$ cat config.mk
export PLATFORM = sky130hd
export DESIGN_NAME = tile_local_switch
export DESIGN_NICKNAME = d
export VERILOG_FILES = /design/src/rtl/tsw_pkg.sv /design/src/rtl/tsw_cfg_chain.sv /design/src/rtl/tsw_sel_mux.sv /design/src/rtl/tile_local_switch.sv
export SDC_FILE = /design/constraint.sdc
export NUM_CORES = 2
export LEC_CHECK = 0
export BUFFER_PORTS_ARGS = -buffer_cell sky130_fd_sc_hd__buf_2
export CAP_MARGIN = 20
export CORE_UTILIZATION = 40
export CTS_CLUSTER_DIAMETER = 80
export DETAILED_ROUTE_END_ITERATION = 6
export PLACE_DENSITY = 0.66
export RECOVER_POWER = 100
export SYNTH_ARGS = -nofsm -noshare
export SYNTH_HDL_FRONTEND = slang
export SYNTH_SLANG_ARGS = --single-unit
$ cat constraint.sdc
create_clock -name clk -period 3.3 [get_ports clk]
set_input_delay 0.33 -clock clk [delete_from_list [all_inputs] [get_ports clk]]
set_output_delay 0.33 -clock clk [all_outputs]
set_load 0.01 [all_outputs]
$ cat src/rtl/tsw_pkg.sv
package tsw_pkg;

  localparam int unsigned NBR_COUNT = 8;

  // Neighbour numbering fixes the code layout of every local wire.
  function automatic int nbr_dx(input int n);
    case (n)
      0, 1, 2: return -1;
      3, 4:    return 0;
      default: return 1;
    endcase
  endfunction

  function automatic int nbr_dy(input int n);
    case (n)
      0, 3, 5: return -1;
      1, 6:    return 0;
      default: return 1;
    endcase
  endfunction

  // Bit n set when neighbour n lies inside the grid.
  function automatic logic [NBR_COUNT-1:0] nbr_present(input int x, input int y,
                                                        input int w, input int h);
    logic [NBR_COUNT-1:0] m;
    int nx;
    int ny;
    m = '0;
    for (int n = 0; n < int'(NBR_COUNT); n++) begin
      nx = x + nbr_dx(n);
      ny = y + nbr_dy(n);
      m[n] = (nx >= 0) && (nx < w) && (ny >= 0) && (ny < h);
    end
    return m;
  endfunction

endpackage

$ cat src/rtl/tsw_cfg_chain.sv
module tsw_cfg_chain #(
  parameter int unsigned WIDTH = 16
) (
  input  logic             clk,
  input  logic             rst_n,
  input  logic             shift_en,
  input  logic             shift_in,
  output logic [WIDTH-1:0] q,
  output logic             shift_out
);

  always_ff @(posedge clk or negedge rst_n) begin
    if (!rst_n) begin
      q <= '0;
    end else if (shift_en) begin
      q <= {q[WIDTH-2:0], shift_in};
    end
  end

  assign shift_out = q[WIDTH-1];

endmodule

$ cat src/rtl/tsw_sel_mux.sv
// Code 0 and codes above N_SRC leave the output at 0; code c picks src[c-1].
module tsw_sel_mux #(
  parameter int unsigned N_SRC = 4,
  parameter int unsigned SEL_W = $clog2(N_SRC + 1)
) (
  input  logic [SEL_W-1:0] sel,
  input  logic [N_SRC-1:0] src,
  output logic             pick
);

  always_comb begin
    pick = 1'b0;
    for (int c = 1; c <= int'(N_SRC); c++) begin
      if (sel == SEL_W'(c)) pick = src[c-1];
    end
  end

endmodule

$ cat src/rtl/tile_local_switch.sv
module tile_local_switch
  import tsw_pkg::*;
#(
  parameter int unsigned N_SLICE     = 8,
  parameter int unsigned LUT_K       = 4,
  parameter int unsigned EXTRA_WIRES = 8,
  parameter int unsigned IN_STRIDE   = 4,
  parameter int unsigned OUT_STRIDE  = 4,
  parameter int unsigned NBR_STRIDE  = 8,
  parameter int          GRID_W      = 32,
  parameter int          GRID_H      = 32,
  parameter int          TILE_X      = 1,
  parameter int          TILE_Y      = 1
) (
  input  logic                                                   clk,
  input  logic                                                   rst_n,
  input  logic                                                   cfg_en,
  input  logic                                                   cfg_in,
  output logic                                                   cfg_out,
  input  logic [N_SLICE-1:0]                                     slc_f,
  input  logic [N_SLICE-1:0]                                     slc_q,
  input  logic [NBR_COUNT*(N_SLICE*(LUT_K+1)+EXTRA_WIRES)-1:0]   nbr_in,
  output logic [N_SLICE*(LUT_K+1)+EXTRA_WIRES-1:0]               loc_out,
  output logic [N_SLICE-1:0]                                     slc_clk,
  output logic [N_SLICE*LUT_K-1:0]                               lut_in
);

  localparam int unsigned NLOCAL    = N_SLICE * (LUT_K + 1) + EXTRA_WIRES;
  localparam int unsigned OUT_PER   = N_SLICE / OUT_STRIDE;
  localparam int unsigned NBR_PER   = NLOCAL / NBR_STRIDE;
  localparam int unsigned LOC_SRC   = 2 * OUT_PER + NBR_COUNT * NBR_PER;
  localparam int unsigned LOC_SEL_W = $clog2(LOC_SRC + 1);
  localparam int unsigned PIN_SRC   = NLOCAL / IN_STRIDE;
  localparam int unsigned PIN_SEL_W = $clog2(PIN_SRC + 1);
  localparam int unsigned PINS_PER  = LUT_K + 1;
  localparam int unsigned N_PIN     = N_SLICE * PINS_PER;
  localparam int unsigned PIN_BASE  = NLOCAL * LOC_SEL_W;
  localparam int unsigned CFG_W     = PIN_BASE + N_PIN * PIN_SEL_W;
  localparam logic [NBR_COUNT-1:0] NBR_LIVE = nbr_present(TILE_X, TILE_Y, GRID_W, GRID_H);

  logic [CFG_W-1:0] cfg_q;

  tsw_cfg_chain #(.WIDTH(CFG_W)) u_chain (
    .clk       (clk),
    .rst_n     (rst_n),
    .shift_en  (cfg_en),
    .shift_in  (cfg_in),
    .q         (cfg_q),
    .shift_out (cfg_out)
  );

  // Local wire stage: slice outputs on the same lane, then neighbour slots.
  for (genvar gi = 0; gi < int'(NLOCAL); gi++) begin : g_wire
    logic [LOC_SRC-1:0] src;

    for (genvar gm = 0; gm < int'(OUT_PER); gm++) begin : g_slice_src
      localparam int unsigned Z = (gi % OUT_STRIDE) + OUT_STRIDE * gm;
      assign src[2*gm]     = slc_f[Z];
      assign src[2*gm + 1] = slc_q[Z];
    end

    for (genvar gn = 0; gn < int'(NBR_COUNT); gn++) begin : g_nbr
      for (genvar gp = 0; gp < int'(NBR_PER); gp++) begin : g_slot
        localparam int unsigned J    = ((gi + gn + 1) % NBR_STRIDE) + NBR_STRIDE * gp;
        localparam int unsigned SLOT = 2 * OUT_PER + gn * NBR_PER + gp;
        if (NBR_LIVE[gn]) begin : g_link
          assign src[SLOT] = nbr_in[gn*NLOCAL + J];
        end else begin : g_absent
          assign src[SLOT] = 1'b0;
        end
      end
    end

    tsw_sel_mux #(.N_SRC(LOC_SRC), .SEL_W(LOC_SEL_W)) u_mux (
      .sel  (cfg_q[gi*LOC_SEL_W +: LOC_SEL_W]),
      .src  (src),
      .pick (loc_out[gi])
    );
  end

  // Pin stage: each slice pin taps one stride lane of the local wires.
  for (genvar gz = 0; gz < int'(N_SLICE); gz++) begin : g_slice
    for (genvar gs = 0; gs < int'(PINS_PER); gs++) begin : g_pin
      localparam int unsigned OFF  = (gs == 0) ? 0 : (gs - 1) % IN_STRIDE;
      localparam int unsigned FBIT = PIN_BASE + (gz * PINS_PER + gs) * PIN_SEL_W;
      logic [PIN_SRC-1:0] src;
      logic               pick;

      for (genvar gc = 0; gc < int'(PIN_SRC); gc++) begin : g_tap
        assign src[gc] = loc_out[OFF + IN_STRIDE * gc];
      end

      tsw_sel_mux #(.N_SRC(PIN_SRC), .SEL_W(PIN_SEL_W)) u_mux (
        .sel  (cfg_q[FBIT +: PIN_SEL_W]),
        .src  (src),
        .pick (pick)
      );

      if (gs == 0) begin : g_clk
        assign slc_clk[gz] = pick;
      end else begin : g_lut
        assign lut_in[gz*LUT_K + gs - 1] = pick;
      end
    end
  end

endmodule

==> impl_results.md <==
* Clk_lat worst skew at 0.70 ns
* Failing checks: design-rule violations, max-capacitance violations, max-slew violations, negative setup slack
* Hold EP: u_chain.q[47]
* Critical Path End Type: output pin
* Final period util at 137%
* Place WS at -1.18 ns
* Met1 Usage GRT at 57.2%
* Synth cell types at 98
* Leak pwr at 38.9 nW
* Initial core utilization at 40.4%
* Min-Delay Path Class: reg2reg
* Mapped Area at 63300 um^2
* Reg2reg end: u_chain.q[162]
* Layout Cells excl Fill at 13.1k
* Power Density at 862 nW/um^2
* Worst r2r path cells at 5
* Drt pass-1 iters at 7
* Worst path bufs/invs at 7
* Design Area, Final at 96100 um^2
* Dpl cells at 12.6k
* Post-Synthesis Cells at 8687
* Post-DR wirelength/cell at 28.4 um
* Multi-input logic area at 51800 um^2
* Crit Reg-Reg Startpoint: u_chain.q[162]
* Worst setup margin at -1.21 ns
* Detailed Place HPWL at 274000 um
* Max reg flops at 448
* CP max stage delay at 0.49 ns
* Area Growth Syn to Fin at 51.8%
* Fmax at 0.222 GHz
* Final Slew Violations at 229
* Core area at 157000 um^2
* Hold path depth at 2
* Synth warn at 0
* Final WL at 372000 um
* Cell Chain, Critical Path: buf_4 -> buf_16 -> buf_4 -> nand4b_1 -> o2bb2ai_2 -> a2111o_1 -> o221ai_2 -> a211oi_2 -> and4b_2 -> buf_4 -> buf_6 -> o21ai_0 -> o21ai_1 -> o21ai_2 -> a2111oi_4 -> buf_4 -> buf_2
* Largest net degree at the start of global routing at 86
* Leading registers by flop count: u_chain.q: 448 flops
* Number of global-route vias before repair at 81.0k
* First-pass GRT wire length at 530000 um
* I/O pin count at 493
* Die area at 160000 um^2
* Worst Skew at 0.0345 ns
* Layer with the highest usage: met2
* CTS H-tree lvls at 3
* Critical path required time at 2.97 ns
* Max clock buf depth at 3
* Root Driver: clkbuf_16
* Setup Viol. Count Final at 83
* # fillers at 14.0k
* Antenna-violating nets left at 0
* Startpoint types: flop
* RSZ-0062 raised after global routing: true
* Fraction of registers with async set/reset at 100%
* Final GP Congestion at 1.07
* Relative slew slack at -40.2%
* TritonCTS clock tree: done
* Via count at 86.7k
* Clock buffer count from CTS at 68
* Reg clk slew, reported paths at 0.06 ns
* Final design utilization at 61.4%
* Cell Rows at 145
* Met3 Usage GRT at 9.94%
* Sequential cell area at 11300 um^2
* Post-synthesis sequential area ratio at 17.7%
* Syn_area_per_cell at 7.29 um^2
* R2R Setup Slk at 1.91 ns
* Max VDD drop at 0.000744 V
* Nets at 11.4k
* Maximum fanout along the worst path at 8
* Worst-Margin Slew at 2.10 ns
* Cell family with most CP delay: compound AO/OA/AOI/OAI gates
* Gr usage total at 43.5%
* Status: finished, violations left
* Final hold violations at 0
* Synthesized Nets at 9091
* PortBufs at 492
* Critical Path AT at 4.18 ns
* Hold_ws at 0.508 ns
* DR DRC count at 7
* Max cap viols at 3
* Ys flop type: dfrtp_1
* Global route total overflow at 0
* Critical path class: reg2out
* HP Start: u_chain.q[46]
* EDFF count, synth at 0
* Biggest register: u_chain.q
* Die width at 400 um
* Share of layout cells above drive strength 1 at 43.3%
* Final Critical Period at 4.51 ns
* Placed standard-cell area at 83600 um^2
* Via/cell ratio at 6.62
* Initial antenna violation count at 41
* Drt first-iter violations at 11.1k
* Grt met2 use at 64.4%
* Vertical die dimension at 400 um
* Synth Register Bits at 448
* Most used cell, CP: buf_4
* Clk sink count at 448
* Crit-path slowest cell: dfrtp_2
## cells in the mapped netlist, types with 43 or more instances
master     count  area, um^2
nor4_1        66         413
o2111ai_1     60         526
nor3b_1      115         863
mux4_2        62        1400
nor2b_1      289        1810
nor2_1       601        2260
o31ai_1       87         653
a21oi_1      428        2140
o211ai_1     154        1160
buf_4         90         676
a211oi_1     146        1100
o32ai_1       64         561
buf_1        106         398
clkbuf_1     697        2620
a2111oi_0     43         377
a31oi_1      118         738
nand2b_1     339        2120
nand3b_1      80         601
inv_1        319        1200
a21o_1        43         323
nor3_1       221        1110
a32oi_1       53         464
o311ai_0      63         552
or3b_2        45         394
dfrtp_1      448       11200
mux2i_1      300        3000
a221oi_1      66         578
nand2_1      685        2570
or3_1         56         350
mux2_2       398        4480
buf_2         74         370
o221ai_1     110         963
nand3_1      185         926
nand4_1       78         488
a22oi_1       71         533
a2bb2oi_1     53         464
o22ai_1      183        1140
o21ai_0      765        3830
o21a_1        55         413
## where the power goes
group	internal [mW]	switching [mW]	total, mW	leakage, nW
registers	7.20	3.27	10.5	5.88
logic	31.3	32.8	64.1	31.9
clock network	5.01	3.27	8.28	1.20
total	43.5	39.4	82.9	38.9
## through the flow
stage / setup TNS, ns / power (mW)
3_3_place_gp: -27.42 / 59.9
4_1_cts: -46.08 / 75.8
5_1_grt: -55.39 / 86.2
6_report: -48.37 / 82.9
3_5_place_dp: -28.61 / 60.1
2_1_floorplan: -0.766 / 36.2
## cell families (layout without fill, tap and decap cells)
| group | after synthesis | count (layout) | share of synthesized area, % |
|---|---|---|---|
| xor+xnor | 9 | 9 | 0.125 |
| flops | 448 | 448 | 17.7 |
| buf+inv | 1308 | 3651 | 8.49 |
| simple gates | 3050 | 3050 | 25.6 |
| mux | 762 | 762 | 14.1 |
| other cells | 0 | 14 | 0 |
| compound gates | 3110 | 3110 | 34.0 |
## how the worst max path moves through the flow
stage | slack, ns | from | depth (start not counted) | to
floorplan | -0.27 | u_chain.q[217] | 13 | lut_in[12]
global placement | -1.14 | u_chain.q[164] | 14 | lut_in[3]
detailed placement | -1.18 | u_chain.q[164] | 14 | lut_in[11]
CTS | -1.14 | u_chain.q[217] | 12 | slc_clk[3]
global route | -1.28 | u_chain.q[217] | 13 | slc_clk[3]
finish | -1.21 | u_chain.q[217] | 17 | lut_in[24]
## cells in the final DEF, fill, tap and decap left out, types with 61 or more instances in the layout
master	instances
nand3b_1	80
clkbuf_16	91
nand3_1	176
nand2_1	662
nor3b_1	87
a211oi_1	96
nand2b_1	302
nor3_1	188
inv_1	298
mux2_2	383
nor2_1	575
o221ai_1	75
mux4_2	62
buf_2	442
o22ai_1	153
nand4_1	78
nor2b_1	261
a31oi_1	100
o21ai_0	659
buf_6	243
buf_12	147
dfrtp_1	351
dfrtp_2	97
buf_4	2251
o211ai_1	154
a21oi_1	363
a21oi_2	61
o21ai_1	73
mux2i_1	286
## per-layer routing
layer	share of wire, %	routed length (um)
met1	39	147000
met4	7.5	28000
met2	42	155000
met3	11	42100
met5	0.045	167
## layout make-up
cell class                      count  area share (%)
Antenna cell                       14          0.0365
Timing Repair Buffer             3193            27.7
Tap cell                         2058            2.68
Multi-Input combinational cell   6931            53.9
Sequential cell                   448            11.8
Clock buffer                       82            1.92
Inverter                          335            1.37
Clock inverter                     41           0.655
## worst reg2reg max path: stages, from the launching register on
cell,delay [ns]
dfrtp_2,0.38
buf_6,0.14
buf_6,0.14
inv_1,0.06
buf_4,0.14
o21ai_0,0.37
## what timing repair did
item,in CTS,in global routing
pin swaps,317,371
endpoints found under the setup margin,86,88
endpoints found under the hold margin,55,0
hold buffers,2,0
buffers inserted,202,157
resized for setup,889,752
gates cloned,22,18
No activity file was read; power rests on OpenSTA's default activity.
